## src/rtl/cdarb_pkg.sv

```systemverilog
package cdarb_pkg;

  typedef enum logic [1:0] {
    ST_IDLE    = 2'd0,
    ST_RESOLVE = 2'd1,
    ST_DONE    = 2'd2
  } cd_state_e;

endpackage

```

## src/rtl/cdarb_rst_sync.sv

```systemverilog
module cdarb_rst_sync (
  input  logic clk,
  input  logic rst_n,
  output logic rst_sync_n
);

  logic [1:0] sync_q;

  always_ff @(posedge clk or negedge rst_n) begin
    if (!rst_n) sync_q <= 2'b00;
    else        sync_q <= {sync_q[0], 1'b1};
  end

  assign rst_sync_n = sync_q[1];

endmodule

```

## src/rtl/cdarb_lines.sv

```systemverilog
module cdarb_lines #(
  parameter int N_MODS = 8,
  localparam int W = $clog2(N_MODS)
) (
  input  logic [N_MODS*W-1:0] drive_flat_i,
  output logic [W-1:0]        line_o
);

  logic [W-1:0][N_MODS-1:0] column;

  // Each line is the AND of every cell's drive for that bit: any 0 wins.
  for (genvar b = 0; b < W; b++) begin : g_line
    for (genvar m = 0; m < N_MODS; m++) begin : g_tap
      assign column[b][m] = drive_flat_i[m*W + b];
    end
    assign line_o[b] = &column[b];
  end

endmodule

```

## src/rtl/cdarb_cell.sv

```systemverilog
module cdarb_cell #(
  parameter int N_MODS = 8,
  parameter int ID     = 0,
  localparam int W = $clog2(N_MODS)
) (
  input  logic         clk,
  input  logic         rst_n,
  input  logic         req_i,
  input  logic         start_i,
  input  logic         resolve_i,
  input  logic         done_i,
  input  logic         release_i,
  input  logic [W-1:0] bit_mask_i,
  input  logic [W-1:0] line_i,
  output logic [W-1:0] drive_o,
  output logic         elig_o,
  output logic         lock_o,
  output logic         gnt_o
);

  localparam logic [W-1:0] ID_BITS = W'(ID);

  logic active_q, active_d, active_en;
  logic lock_q, lock_d, lock_en;
  logic mismatch;

  // Compare only the bit position being resolved in this cycle.
  assign mismatch = |((line_i ^ ID_BITS) & bit_mask_i);
  assign elig_o   = req_i & ~lock_q;
  assign drive_o  = active_q ? ID_BITS : {W{1'b1}};
  assign gnt_o    = done_i & active_q;
  assign lock_o   = lock_q;

  always_comb begin
    active_en = 1'b0;
    active_d  = active_q;
    if (start_i) begin
      active_en = 1'b1;
      active_d  = elig_o;
    end else if (resolve_i && mismatch) begin
      active_en = 1'b1;
      active_d  = 1'b0;
    end else if (done_i) begin
      active_en = 1'b1;
      active_d  = 1'b0;
    end
  end

  always_comb begin
    lock_en = 1'b0;
    lock_d  = lock_q;
    if (release_i) begin
      lock_en = 1'b1;
      lock_d  = 1'b0;
    end else if (gnt_o) begin
      lock_en = 1'b1;
      lock_d  = 1'b1;
    end
  end

  always_ff @(posedge clk or negedge rst_n) begin
    if (!rst_n) begin
      active_q <= 1'b0;
      lock_q   <= 1'b0;
    end else begin
      if (active_en) active_q <= active_d;
      if (lock_en)   lock_q   <= lock_d;
    end
  end

  AST_LOCKED_STAYS_OUT: assert property (@(posedge clk) disable iff (!rst_n)
    (start_i && lock_q) |=> !active_q);
  AST_WIN_LOCKS: assert property (@(posedge clk) disable iff (!rst_n)
    gnt_o |=> lock_q);
  AST_DROP_STICKY: assert property (@(posedge clk) disable iff (!rst_n)
    (resolve_i && !active_q) |=> !active_q);

endmodule

```

## src/rtl/cdarb_seq.sv

```systemverilog
module cdarb_seq
  import cdarb_pkg::*;
#(
  parameter int N_MODS = 8,
  localparam int W = $clog2(N_MODS)
) (
  input  logic         clk,
  input  logic         rst_n,
  input  logic         any_elig_i,
  input  logic         any_lock_i,
  output logic         start_o,
  output logic         resolve_o,
  output logic         done_o,
  output logic         release_o,
  output logic [W-1:0] bit_mask_o
);

  localparam logic [W-1:0] MSB_MASK = W'(1) << (W - 1);

  cd_state_e    state_q, state_d;
  logic [W-1:0] mask_q, mask_d;
  logic         mask_en;

  assign start_o    = (state_q == ST_IDLE) & any_elig_i;
  assign release_o  = (state_q == ST_IDLE) & ~any_elig_i & any_lock_i;
  assign resolve_o  = (state_q == ST_RESOLVE);
  assign done_o     = (state_q == ST_DONE);
  assign bit_mask_o = mask_q;

  always_comb begin
    state_d = state_q;
    mask_d  = mask_q;
    mask_en = 1'b0;
    unique case (state_q)
      ST_IDLE: begin
        if (any_elig_i) begin
          state_d = ST_RESOLVE;
          mask_d  = MSB_MASK;
          mask_en = 1'b1;
        end
      end
      ST_RESOLVE: begin
        mask_en = 1'b1;
        mask_d  = mask_q >> 1;
        if (mask_q[0]) state_d = ST_DONE;
      end
      ST_DONE: begin
        state_d = ST_IDLE;
      end
      default: begin
        state_d = ST_IDLE;
        mask_d  = '0;
        mask_en = 1'b1;
      end
    endcase
  end

  always_ff @(posedge clk or negedge rst_n) begin
    if (!rst_n) begin
      state_q <= ST_IDLE;
      mask_q  <= '0;
    end else begin
      state_q <= state_d;
      if (mask_en) mask_q <= mask_d;
    end
  end

  AST_ROUND_LEN: assert property (@(posedge clk) disable iff (!rst_n)
    (state_q == ST_RESOLVE && mask_q[0]) |=> (state_q == ST_DONE));
  AST_MASK_SINGLE: assert property (@(posedge clk) disable iff (!rst_n)
    (state_q == ST_RESOLVE) |-> ($countones(mask_q) == 1));
  AST_DONE_LEAVES: assert property (@(posedge clk) disable iff (!rst_n)
    (state_q == ST_DONE) |=> (state_q == ST_IDLE));

endmodule

```

## src/rtl/cdarb_top.sv

```systemverilog
module cdarb_top #(
  parameter int N_MODS = 8,
  localparam int W = $clog2(N_MODS)
) (
  input  logic              clk,
  input  logic              rst_n,
  input  logic [N_MODS-1:0] req_i,
  output logic [N_MODS-1:0] gnt_o,
  output logic              gnt_valid_o,
  output logic [W-1:0]      gnt_id_o
);

  logic                rst_q_n;
  logic                start, resolve, done, release_all;
  logic [W-1:0]        bit_mask;
  logic [W-1:0]        line;
  logic [N_MODS*W-1:0] drive_flat;
  logic [N_MODS-1:0]   elig, lock, gnt;

  cdarb_rst_sync u_rst (
    .clk        (clk),
    .rst_n      (rst_n),
    .rst_sync_n (rst_q_n)
  );

  cdarb_seq #(.N_MODS(N_MODS)) u_seq (
    .clk        (clk),
    .rst_n      (rst_q_n),
    .any_elig_i (|elig),
    .any_lock_i (|lock),
    .start_o    (start),
    .resolve_o  (resolve),
    .done_o     (done),
    .release_o  (release_all),
    .bit_mask_o (bit_mask)
  );

  for (genvar m = 0; m < N_MODS; m++) begin : g_cell
    cdarb_cell #(.N_MODS(N_MODS), .ID(m)) u_cell (
      .clk        (clk),
      .rst_n      (rst_q_n),
      .req_i      (req_i[m]),
      .start_i    (start),
      .resolve_i  (resolve),
      .done_i     (done),
      .release_i  (release_all),
      .bit_mask_i (bit_mask),
      .line_i     (line),
      .drive_o    (drive_flat[m*W +: W]),
      .elig_o     (elig[m]),
      .lock_o     (lock[m]),
      .gnt_o      (gnt[m])
    );
  end

  cdarb_lines #(.N_MODS(N_MODS)) u_lines (
    .drive_flat_i (drive_flat),
    .line_o       (line)
  );

  // After the last bit only the winner drives, so the lines carry its number.
  assign gnt_o       = gnt;
  assign gnt_valid_o = done;
  assign gnt_id_o    = done ? line : '0;

  AST_GNT_ONEHOT: assert property (@(posedge clk) disable iff (!rst_q_n)
    gnt_valid_o |-> ($countones(gnt_o) == 1));
  AST_GNT_QUIET: assert property (@(posedge clk) disable iff (!rst_q_n)
    !gnt_valid_o |-> (gnt_o == '0));
  AST_ID_MATCH: assert property (@(posedge clk) disable iff (!rst_q_n)
    gnt_valid_o |-> gnt_o[gnt_id_o]);
  AST_VALID_PULSE: assert property (@(posedge clk) disable iff (!rst_q_n)
    gnt_valid_o |=> !gnt_valid_o);

endmodule

```

## config.mk

```make
export PLATFORM = sky130hd
export DESIGN_NAME = cdarb_top
export DESIGN_NICKNAME = d
export VERILOG_FILES = /design/src/rtl/cdarb_pkg.sv /design/src/rtl/cdarb_rst_sync.sv /design/src/rtl/cdarb_lines.sv /design/src/rtl/cdarb_cell.sv /design/src/rtl/cdarb_seq.sv /design/src/rtl/cdarb_top.sv
export SDC_FILE = /design/constraint.sdc
export NUM_CORES = 1
export LEC_CHECK = 0
export BUFFER_PORTS_ARGS = -buffer_cell sky130_fd_sc_hd__buf_2
export CAP_MARGIN = 20
export CORE_UTILIZATION = 40
export CTS_BUF_LIST = sky130_fd_sc_hd__clkbuf_16
export DETAILED_ROUTE_END_ITERATION = 6
export GPL_TIMING_DRIVEN = 0
export SKIP_CTS_REPAIR_TIMING = 1
export SKIP_LAST_GASP = 1
export SYNTH_ARGS = -nofsm -noshare
export SYNTH_HDL_FRONTEND = slang
export SYNTH_HIERARCHICAL = 1
export SYNTH_SLANG_ARGS = --single-unit
```

## constraint.sdc

```tcl
create_clock -name clk -period 1.7 [get_ports clk]
set_input_delay 0.34 -clock clk [delete_from_list [all_inputs] [get_ports clk]]
set_output_delay 0.34 -clock clk [all_outputs]
set_load 0.05 [all_outputs]
```

# == After elaboration in Yosys (flattened, before gate mapping) ==
# Index checks and enable logic that the tools add are counted.
# classes
addsub,0
mul,0
n_div,0
n_lt_le_gt_ge,0
eq_ne,4
shifts,0
muxes,81
bitwise_logic,44
n_reduce_logical,56
# op_table
operator,n
$mux W1,68
$reduce_and A2 Y1,17
$and A3 B3 Y3,8
$reduce_bool A3 Y1,8
$reduce_or A3 Y1,8
$reduce_and A7 Y1,3
$and A1 B1 Y1,19
$mux W3,6
$reduce_bool A2 Y1,8
$reduce_or A8 Y1,2
$not A1 Y1,13
$pmux W3 S3,1
$logic_and A1 B1 Y1,8
$mux W2,4
$not A2 Y2,3
$pmux W2 S2,1
$not A3 Y3,1
$reduce_and A3 Y1,1
$eq A2 B1 Y1 const B,1
$eq A2 B2 Y1 const B,1
$logic_not A2 Y1,1
$ne A2 B1 Y1 const B,1
$ne A2 B2 Y1 const B,1
$pmux W1 S2,1
# word_totals
regBits,23
latchBits,0
mem_bits_rw,0
romBits,0
inputBits,10
out_inout_bits,12
n_memories,0

# == Logic depth before layout (Yosys ltp) ==
# depth
ltp_word,9
mapped_depth,7
depth_no_buf,6

# == Hierarchy ==
# Netlist, hierarchy kept.
# by_module_without_submodules
mod,n_inst,cells_per_inst,area_per_inst_um2,seq_area_each_um2
cdarb_cell (g_cell[3].u_cell ...),2,17,140.1,50.0
cdarb_cell (g_cell[1].u_cell ...),2,15,137.6,50.0
cdarb_seq,1,18,230.2,125.1
cdarb_cell (g_cell[6].u_cell),1,17,138.9,50.0
cdarb_cell (g_cell[2].u_cell),1,17,137.6,50.0
cdarb_cell (g_cell[7].u_cell),1,16,136.4,50.0
cdarb_cell (g_cell[0].u_cell),1,13,125.1,50.0
cdarb_rst_sync,1,3,53.8,50.0
cdarb_top,1,9,51.3,0.0
cdarb_lines,1,9,48.8,0.0

# == Worst setup path before layout ==
# Ideal clock, no wire load.
# synth_path
path_kind,reg-to-reg
from,register g_cell[1].u_cell.lock_q
to,register g_cell[1].u_cell.active_q
arrival_time_ps,2265
path_slack_ps,-687
path_stages_with_launch,7
period_less_slack_ps,2387
cell_sequence,dfrtp_1 nor2b_1 nor4_1 nand2_1 nor3b_1 nor2_1 a32o_1
# synth_between
elab_chain_len,6
word_cells_on_any_way,8
cone_classes,2 x mux; 3 x bitwise; 3 x reduce/logical
# synth_rtl
element,line,text
"start, declared",cdarb_cell.sv:24,"logic lock_q, lock_d, lock_en;"
"start signal, assigned",cdarb_cell.sv:67,if (lock_en) lock_q <= lock_d;
$not A1 Y1 *,cdarb_cell.sv:29,assign elig_o = req_i & ~lock_q;
$and A1 B1 Y1 *,cdarb_cell.sv:29,
via elig[1],cdarb_top.sv:18,"logic [N_MODS-1:0] elig, lock, gnt;"
$reduce_or A8 Y1 *,cdarb_top.sv:29,".any_elig_i (|elig),"
$and A1 B1 Y1 *,cdarb_seq.sv:24,assign start_o = (state_q == ST_IDLE) & any_elig_i;
via start,cdarb_top.sv:14,"logic start, resolve, done, release_all;"
$reduce_bool A3 Y1 (no source line) or $mux W1 (tied branches),-,
$reduce_and A2 Y1 (no source line),-,
"end signal, assigned",cdarb_cell.sv:66,if (active_en) active_q <= active_d;
"end, declared",cdarb_cell.sv:23,"logic active_q, active_d, active_en;"
# Mark *: on every way through the listed nets, which the timed path passes. The rest lies on a longest branch.
# A chain may end at the register's enable or synchronous reset.

# == Worst setup path after layout ==
# layout_path
from,register g_cell[1].u_cell.lock_q
to,register g_cell[2].u_cell.active_q
# layout_between
elab_chain_len,6
word_cells_on_any_way,8
cone_classes,2 x mux; 3 x bitwise; 3 x reduce/logical
# layout_rtl
element,line
$not A1 Y1 *,cdarb_cell.sv:29
$and A1 B1 Y1 *,cdarb_cell.sv:29
via elig[1],cdarb_top.sv:18
$reduce_or A8 Y1 *,cdarb_top.sv:29
$and A1 B1 Y1 *,cdarb_seq.sv:24
via start,cdarb_top.sv:14
$reduce_bool A3 Y1 (no source line) or $mux W1 (tied branches),-
$reduce_and A2 Y1 (no source line),-
"end signal, assigned",cdarb_cell.sv:66
"end, declared",cdarb_cell.sv:23
# Marks and branches as above.

==> out/results.tsv <==
metric	value	unit
status	complete, but fails checks	
violations	setup timing	
start_kind	flip-flop	
cts_root_buf	clkbuf_16	
drc	0	
synth_top_area_frac	0.390	
yosysWarnings	6	
num_vias	1348	
worst_pin_slew	0.837	ns
swShare	0.375	
utilization	0.668	
ys_ff_latch	23	
finalHoldViolCount	0	
crit_family	simple AND/OR/NAND/NOR gates	
grt_pass1_wl	5180	um
finalSetupViolCount	8	
drv_slew	0	
grt_max_degree	22	
grt_pass1_vias	1190	
p_leak	1.12	nW
drive_above_1_share	0.521	
fp.coreArea	3440	um2
critPathArrivalTime	1.93	ns
hold_ws	0.349	ns
ys_top_cells_by_count	23 x dfrtp_1, 23 x nor2_1, 17 x buf_4	
drt_first_iter_violations	59	
grt_util_met2	0.308	
wl_per_cell	13.9	um
synth_cell_types	28	
cts_buffer_depth	2	
cap_violations	0	
hpwlAfterDp	2270	um
port_buffers	21	
drt-total-wl	3890	um
firstDrtPassIters	4	
p_sw	1.16	mW
synthFlopType	dfrtp_1	
ctsHtreeMaxLevel	1	
fp-row-count	21	
area_delta_synth_final	55.5	%
p_seq_frac	0.321	
top_usage_layer	met2	
finalCritPeriodShare	1.05	
cts.sinks	23	
grt_usage	0.168	
insertion_delay	0.25	ns
cts_buffers	3	
detail-route-antenna-nets	0	
worst-path-buf-inv	2	
rrSetupSlack	-0.08	ns
maxSlewHeadroom	0.442	
path_clk_slew	0.06	ns
setup_ws	-0.0794	ns
die_h	62.8	um
clock.fmax	562	MHz
pin_count	22	
die_area	3940	um2
met3_usage	0.0365	
crit_fanout	9	
diodes	0	
cp_slowest_stage_delay	0.38	ns
syn_inst	166	
fin_nets	245	
p_clk_frac	0.159	
grtUsageMet1	0.197	
rsz0062_at_grt	true	
synthTopCellsByArea	dfrtp_1 39%, buf_4 8.6%, nor2_1 5.8%, o41ai_2 5.5%, nor2b_1 5.1%	
ys_seq_area_frac	0.390	
initial_core_util	0.429	
overflow	0	
antenna_found_initial	0	
powerDensity	1350	nW/um2
critPathRequiredTime	1.85	ns
layout_min_cycle_time	1.78	ns
worst-setup-path-type	reg -> reg	
tritoncts	built	
power.internal	1.94	mW
viasPerCell	4.81	
pwr-share-comb	0.520	
yosys.area.top_type	dfrtp_1	
synth_edf_count	0	
worst_hold_path_type	reg -> async	
path_cells	nor2b_2, nor4_2, nand2_1, nor3b_4, buf_12, buf_12, o41ai_4	
worst_path_max_delay_cell	dfrtp_1	
crit_path_end_kind	flip-flop	
critPathMostFrequentCell	buf_12	
die_w	62.8	um
place.gp.congestion	0.798	
synth.avg_cell_area	8.90	um2
ir_drop	0.895	mV
async_flop_share	1.00	
fin_worst_skew	0.00137	ns
netlist_area	1480	um2
==> state kept, by name, indices dropped and copies added (netlist names) <==
register	cells
g_cell.u_cell/active_q	8
g_cell.u_cell/lock_o	8
u_rst/sync_q	2
u_seq/bit_mask_o	3
u_seq/state_q	2
==> worst reg2reg max path, cell delays in order, from the launching register on <==
cell	delay, ns
dfrtp_1	0.38
nor2b_2	0.07
nor4_2	0.29
nand2_1	0.18
nor3b_4	0.20
buf_12	0.15
buf_12	0.13
o41ai_4	0.28
==> cell usage in the layout, fill, tap and decap left out, types with 2 or more instances in the layout <==
cell       count
a22o_1         2
inv_2          6
inv_1          8
dfrtp_2        2
and2b_4        2
o41ai_2        3
buf_8         10
o41ai_4        2
buf_12         3
nor2_1        20
o21ai_2        2
nor2_4         3
nor2b_4        3
nor2b_1        8
and2_4        10
buf_6          2
nor4_1         3
nand2_1       12
a32o_1         3
a31oi_1        4
nand4_1        6
nand2b_1       7
buf_4         48
conb_1        13
buf_2          9
clkbuf_16      3
nor2b_2        4
a32o_2         2
dfrtp_1       21
==> power by group through the flow <==
stage | Sequential, mW | Combinational [mW] | Clock [mW]
finish | 0.996 | 1.61 | 0.494
global route | 1.03 | 1.74 | 0.536
CTS | 0.979 | 1.02 | 0.508
detailed placement | 0.989 | 1.01 | 0
global placement | 0.970 | 0.983 | 0
floorplan | 0.922 | 0.846 | 0
==> layout make-up <==
class	instances	area, um2
multi-input cells	120	880
inverters	13	48.8
fillers	258	1140
plain buffers	17	135
clock inverters	1	3.75
flip-flops and latches	23	578
well taps	46	57.6
clock buffers	3	75.1
repair buffers	57	520
==> cells by family after synthesis <==
group	synth area share
DFF	0.389
AOI/OAI and AO/OA	0.152
other	0.0203
and+or+nand+nor	0.319
buffers and inverters	0.119
==> worst paths after layout <==
kind                                                          start                               endpoint  depth (start not counted)
max in group asynchronous                 u_rst/sync_q[1]$_DFF_PN0_           u_seq/state_q[1]$_DFFE_PN0P_                          0
worst max-delay path            g_cell[1].u_cell/lock_o$_DFFE_PN0P_  g_cell[2].u_cell/active_q$_DFFE_PN0P_                          7
worst min register to register            u_rst/sync_q[1]$_DFF_PN0_    g_cell[7].u_cell/lock_o$_DFFE_PN0P_                          0
worst min-delay path                      u_rst/sync_q[1]$_DFF_PN0_    g_cell[7].u_cell/lock_o$_DFFE_PN0P_                          0
worst max register to register  g_cell[1].u_cell/lock_o$_DFFE_PN0P_  g_cell[2].u_cell/active_q$_DFFE_PN0P_                          7
min in group clk                          u_rst/sync_q[0]$_DFF_PN0_              u_rst/sync_q[1]$_DFF_PN0_                          0
==> stage by stage <==
step	TNS, ns	total power [mW]	area (um2)	instances	setup WS [ns]
2_1_floorplan	-0.0316	1.77	1530	171	-0.0180
3_3_place_gp	-5.24	1.95	1690	238	-0.397
3_5_place_dp	-5.60	2.00	1690	238	-0.398
4_1_cts	-7.95	2.51	1770	242	-0.541
5_1_grt	-1.55	3.30	2300	280	-0.166
6_report	-0.340	3.10	2300	280	-0.0794
==> per-layer routing <==
| metal | vias to the layer above | share of wire |
|---|---|---|
| met3 | 5 | 0.030 |
| li1 | 668 | - |
| met2 | 32 | 0.54 |
| met1 | 643 | 0.42 |
| met5 | - | 0 |
| met4 | 0 | 0.011 |
Note: power is estimated with default switching activity, not from simulation.
